$ cat src/rtl/vseg_pkg.sv
package vseg_pkg;
  localparam int VA_W = 64;
  localparam int PA_W = 32;

  typedef enum logic [1:0] {
    CLS_NONE   = 2'd0,
    CLS_TLB    = 2'd1,
    CLS_DIRECT = 2'd2,
    CLS_ERR    = 2'd3
  } vseg_cls_e;

  typedef struct packed {
    vseg_cls_e         cls;
    logic [PA_W-1:0]   pa;
    logic [VA_W-1:0]   tva;
  } vseg_res_t;
endpackage

$ cat src/rtl/vseg_dec32.sv
module vseg_dec32
  import vseg_pkg::*;
#(
  parameter int LO_W  = 32,
  parameter int SEG_W = 3
) (
  input  logic [LO_W-1:0] addr_lo,
  input  logic            is_kernel,
  output vseg_res_t       res
);
  localparam int SEG_LSB = LO_W - SEG_W;

  logic [SEG_W-1:0] seg;
  logic [VA_W-1:0]  sext;
  logic             seg_unmapped;

  assign seg  = addr_lo[LO_W-1:SEG_LSB];
  assign sext = {{(VA_W-LO_W){addr_lo[LO_W-1]}}, addr_lo};
  // segments 4 and 5 are the unmapped kernel windows
  assign seg_unmapped = (seg == SEG_W'(4)) || (seg == SEG_W'(5));

  always_comb begin
    res = '0;
    if (is_kernel) begin
      if (seg_unmapped) begin
        res.cls = CLS_DIRECT;
        res.pa  = PA_W'(addr_lo[SEG_LSB-1:0]);
      end else begin
        res.cls = CLS_TLB;
        res.tva = sext;
      end
    end else if (!addr_lo[LO_W-1]) begin
      res.cls = CLS_TLB;
      res.tva = sext;
    end else begin
      res.cls = CLS_ERR;
    end
  end
endmodule

$ cat src/rtl/vseg_dec64.sv
module vseg_dec64
  import vseg_pkg::*;
#(
  parameter int REGION_LSB = 40
) (
  input  logic [VA_W-1:0] vaddr,
  input  logic            is_kernel,
  output vseg_res_t       res
);
  localparam int HI_W = VA_W - REGION_LSB;

  logic [HI_W-1:0] hi;
  logic in_user, in_super, in_kseg, in_ckhigh, in_cklow, in_phys, phys_ok;
  logic [PA_W-1:0] ck_pa;

  assign hi        = vaddr[VA_W-1:REGION_LSB];
  assign in_user   = (hi == '0);
  assign in_super  = (hi == {2'b01, {(HI_W-2){1'b0}}});
  assign in_kseg   = (hi == {2'b11, {(HI_W-2){1'b0}}}) && !(&vaddr[REGION_LSB-1:31]);
  assign in_ckhigh = &vaddr[VA_W-1:30];
  assign in_cklow  = (&vaddr[VA_W-1:31]) && !vaddr[30];
  assign in_phys   = (vaddr[VA_W-1:VA_W-2] == 2'b10);
  assign phys_ok   = (vaddr[58:32] == '0);
  assign ck_pa     = vaddr[PA_W-1:0] - {vaddr[31:28], 28'h0};

  always_comb begin
    res = '0;
    if (!is_kernel) begin
      if (in_user) begin
        res.cls = CLS_TLB;
        res.tva = vaddr;
      end else begin
        res.cls = CLS_ERR;
      end
    end else if (in_user || in_super || in_kseg || in_ckhigh) begin
      res.cls = CLS_TLB;
      res.tva = vaddr;
    end else if (in_phys) begin
      if (phys_ok) begin
        res.cls = CLS_DIRECT;
        res.pa  = vaddr[PA_W-1:0];
      end else begin
        res.cls = CLS_ERR;
      end
    end else if (in_cklow) begin
      res.cls = CLS_DIRECT;
      res.pa  = ck_pa;
    end else begin
      res.cls = CLS_ERR;
    end
  end
endmodule

$ cat src/rtl/vaddr_seg_decoder.sv
module vaddr_seg_decoder
  import vseg_pkg::*;
#(
  parameter bit REG_OUT = 1'b1
) (
  input  logic            clk,
  input  logic            rst,
  input  logic            in_valid,
  input  logic [VA_W-1:0] vaddr,
  input  logic            is_kernel,
  input  logic            wide,
  output logic            out_valid,
  output logic            to_tlb,
  output logic            direct,
  output logic            addr_error,
  output logic [PA_W-1:0] paddr,
  output logic [VA_W-1:0] tlb_vaddr
);
  vseg_res_t r32, r64, r_sel, r_q;
  logic      v_q;

  vseg_dec32 u_dec32 (
    .addr_lo   (vaddr[31:0]),
    .is_kernel (is_kernel),
    .res       (r32)
  );

  vseg_dec64 u_dec64 (
    .vaddr     (vaddr),
    .is_kernel (is_kernel),
    .res       (r64)
  );

  always_comb begin
    r_sel = '0;
    if (in_valid) r_sel = wide ? r64 : r32;
  end

  generate
    if (REG_OUT) begin : g_reg
      always_ff @(posedge clk) begin
        if (rst) begin
          v_q <= 1'b0;
          r_q <= '0;
        end else begin
          v_q <= in_valid;
          r_q <= r_sel;
        end
      end

      // exactly one outcome per valid result, none otherwise
      a_r3_one_outcome: assert property (@(posedge clk) disable iff (rst)
        out_valid |-> $countones({to_tlb, direct, addr_error}) == 1);
      a_r3_idle_quiet: assert property (@(posedge clk) disable iff (rst)
        !out_valid |-> !(to_tlb || direct || addr_error));
      // one cycle from input to result
      a_r2_latency: assert property (@(posedge clk) disable iff (rst)
        in_valid |=> out_valid);
      // user mode never yields a direct mapping (R7 likewise)
      a_r5_user_no_direct: assert property (@(posedge clk) disable iff (rst)
        (in_valid && !is_kernel) |=> !direct);
      // nonzero middle bits in the physical window are illegal
      a_r9_phys_bad: assert property (@(posedge clk) disable iff (rst)
        (in_valid && is_kernel && wide && vaddr[63:62] == 2'b10 && |vaddr[58:32])
        |=> addr_error);
      // physical address only carried by direct results
      a_r12_paddr_zero: assert property (@(posedge clk) disable iff (rst)
        !direct |-> paddr == '0);
      // 32-bit lookups are sign-extended
      a_r6_sext: assert property (@(posedge clk) disable iff (rst)
        (in_valid && !wide) |=> (!to_tlb || tlb_vaddr[63:32] == {32{tlb_vaddr[31]}}));
    end else begin : g_comb
      assign v_q = in_valid;
      assign r_q = r_sel;
    end
  endgenerate

  assign out_valid  = v_q;
  assign to_tlb     = (r_q.cls == CLS_TLB);
  assign direct     = (r_q.cls == CLS_DIRECT);
  assign addr_error = (r_q.cls == CLS_ERR);
  assign paddr      = r_q.pa;
  assign tlb_vaddr  = r_q.tva;
endmodule

$ cat config.mk
export PLATFORM = sky130hd
export DESIGN_NAME = vaddr_seg_decoder
export DESIGN_NICKNAME = d
export VERILOG_FILES = /design/src/rtl/vseg_pkg.sv /design/src/rtl/vseg_dec32.sv /design/src/rtl/vseg_dec64.sv /design/src/rtl/vaddr_seg_decoder.sv
export SDC_FILE = /design/constraint.sdc
export NUM_CORES = 1
export LEC_CHECK = 0
export BUFFER_PORTS_ARGS = -buffer_cell sky130_fd_sc_hd__clkbuf_2
export CELL_PAD_IN_SITES_DETAIL_PLACEMENT = 0
export CELL_PAD_IN_SITES_GLOBAL_PLACEMENT = 1
export CORE_UTILIZATION = 38
export CTS_BUF_LIST = sky130_fd_sc_hd__clkbuf_4
export CTS_CLUSTER_SIZE = 16
export DETAILED_ROUTE_END_ITERATION = 10
export PLACE_DENSITY_LB_ADDON = 0.1
export SETUP_SLACK_MARGIN = 0.4
export SKIP_LAST_GASP = 1
export SLEW_MARGIN = 20
export SYNTH_ARGS = -nofsm -noshare
export SYNTH_HDL_FRONTEND = slang
export SYNTH_SLANG_ARGS = --single-unit
$ cat constraint.sdc
create_clock -name clk -period 2.76 [get_ports clk]
set_input_delay 0.276 -clock clk [delete_from_list [all_inputs] [get_ports clk]]
set_output_delay 0.276 -clock clk [all_outputs]
set_load 0.005 [all_outputs]
==> results by group <==
Routing
  – TritonRoute pass-1 iters: 4
  – Post-route ant nets: 0
  – Initial DRC count: 43
  – Vias: between 2,000 and 3,000
  – Total Wirelength: approximately 7600 um
  – Via/cell ratio: approximately 4.5
  – Routed WL per cell: approximately 12 um
  – DRC errors left: 0

Synthesis
  – Most common cell in the synthesized netlist: buf_4
  – Synth Flop Type: dfxtp_1
  – Register area share after synthesis: 0.520
  – Number of synthesized flops with an enable pin: 0
  – Area fraction of the dominant cell type after synthesis: 0.520
  – Share of synthesized flip-flops with an asynchronous set or reset: 0
  – Syn_area_per_cell: 9.46 um2
  – Synth area leader: dfxtp_1
  – Synth Net Count: between 400 and 500
  – Seq cells post-synth: 99
  – Area contributors post-synth: dfxtp_1, buf_4, a21o_1, nor2_1, nand2_1
  – Synth unique cells: 33
  – Yosys warning count: 0
  – Syn Inst Count: around 400
  – Top post-synthesis cells by count: buf_4, dfxtp_1, nor2_1, nand2_1, a21o_1
  – Mapped cell area: 3810 um2

Power and ir drop
  – LEAKAGE: around 2.3 nW
  – Power Density: roughly 580 nW/um2
  – Max VDD drop: ~0.25 mV

STA
  – Period minus WS final: ~2000 ps
  – Endpoints failing hold: 0
  – Slew Limit Fails: 0
  – Fmax: 0.493 GHz
  – Worst-margin pin slew: a little under 900 ps
  – Period Utilization, post-route: 0.735
  – RSZ-0062 raised after global routing: no
  – Final Setup Violations: 0
  – Setup TNS Final: 0 ps
  – Relative slew margins: 0.409

Status
  – Status: completed

Place
  – RD Place Congestion: ~0.8
  – Quantity of I/O buffers inserted on ports: around 170
  – Dpl hpwl: about 5600 um
  – Placement Cell Area: ~4100 um2

Clocking
  – Clock Tree Buf Depth: 2
  – Clock slew at reported path FFs: approximately 160 ps
  – Clock root cell: clkbuf_4
  – CTS Hold Buffers Added: 0
  – Post_cts resized: 0
  – Post-CTS Setup Inserts: 0
  – Num Clock Sinks: slightly below 100
  – H-tree depth: 3
  – CTS Buf Count: 9
  – TritonCTS clock tree: built

Global routing
  – Global Route Usage Sum: 0.148
  – First-pass GRT wire length: around 12,000 um
  – Initial antenna violation count: 0
  – Total grt overflow: 0
  – Largest net degree at the start of global routing: 34
  – Vias in the first global route: between 2,000 and 2,500

Floorplan
  – Die H: between 100 and 150 um
  – Placeable core area: between 9000 and 10,000 um2
  – Die X: just over 100 um
  – Effective utilization at floorplan: 0.392
  – Top Ports: between 150 and 200
  – Die area: ~10,000 um2
  – # rows: 36

Critical path
  – CP Launch Type: input port
  – Kind of end point of the critical path: flop
  – WP data required: between 3000 and 4000 ps
  – Kind of critical path: input port to flop
  – Crit path DAT: about 2400 ps
  – Max FO, Critical Path: 20

Cells and area
  – Share of cells above drive strength 1: 0.412
  – Area growth syn-to-layout: 11.5%
  – Footprint of the multi-input gates: 1040 um2
  – Post-Layout Inst Area: between 4000 and 5000 um2
  – Final-stage net count: about 540
  – Antenna Cells: 0
  – Fillers: just over 1,000
  – Seq. cell area: 1980 um2

Worst hold path
  – Min-Delay Path Class: input port to flop

Flow run
  – Max_cap viols: 0
## area by class of cell
type | count | share of cell area
clock buffers | 9 | 0.0159
clock inverters | 6 | 0.0209
inverters | 4 | 0.00353
multi-input cells | 185 | 0.244
flip-flops and latches | 99 | 0.466
well taps | 133 | 0.0392
repair buffers | 175 | 0.210
## final timing paths
kind / start / to / slack, ps / depth (start not counted)
worst max-delay path: vaddr[42] / tlb_vaddr[0]$_SDFF_PP0_ / 730 / 7
worst min-delay path: vaddr[17] / paddr[17]$_SDFF_PP0_ / 50 / 3
## cells by family after synthesis
family,share of synthesized area
buf+inv,0.218
simple gates,0.162
flops,0.520
compound gates,0.100
## power by group
group / switching [W] / internal (W) / total (W)
Sequential: 0.00000735 / 0.00146 / 0.00146
Combinational: 0.000104 / 0.0000859 / 0.000190
Clock: 0.000456 / 0.000365 / 0.000821
## placed cells by master, fill, tap and decap left out, drive strengths merged
cell and n:
o21bai 1, o311ai 1, nor3 6, o21ai 4, and2 4, inv 5
clkbuf 177, nand4 5, a41o 2, and3 1, nand3 7, a2111oi 1
o31ai 1, a221oi 1, nor4b 3, o41ai 2, buf 7, or2 1
nor4 4, or3 3, dfxtp 99, o211a 1, or4 3, a21o 31
a211oi 1, o211ai 1, nor2 60, bufinv 2, nand2 37, nor2b 4
clkinv 2, clkinvlp 1
## per-stage QoR
step	hold slack (ps)	cells	utilization	total power (W)	worst slack (ps)
2_1_floorplan	370	403	-	0.00160	822
3_3_place_gp	511	596	0.420	0.00169	297
3_5_place_dp	509	596	0.421	0.00169	253
4_1_cts	4.46	611	0.437	0.00252	729
5_1_grt	14.1	611	0.437	0.00259	451
6_report	48.9	611	0.437	0.00247	732
## flip-flops by register name, indices dropped and copies added, names as in the netlist
signal,count
r_q,2
tlb_vaddr,64
paddr,32
out_valid,1
## worst max-delay path: stages
cell and delay (ps):
clkbuf_2 90, nor4_1 400, nand2_1 170, a2111oi_2 720, o311ai_4 360, buf_4 280, nor2_1 90
## metal layers
metal  up-vias  part of all wire  track usage
met2       104              0.48        0.255
met3         9             0.075       0.0479
li1       1367                 -            -
met1      1248              0.43        0.169
met4         0             0.014       0.0582
met5         -                 0            0
Note: power is estimated with default switching activity, not from simulation.
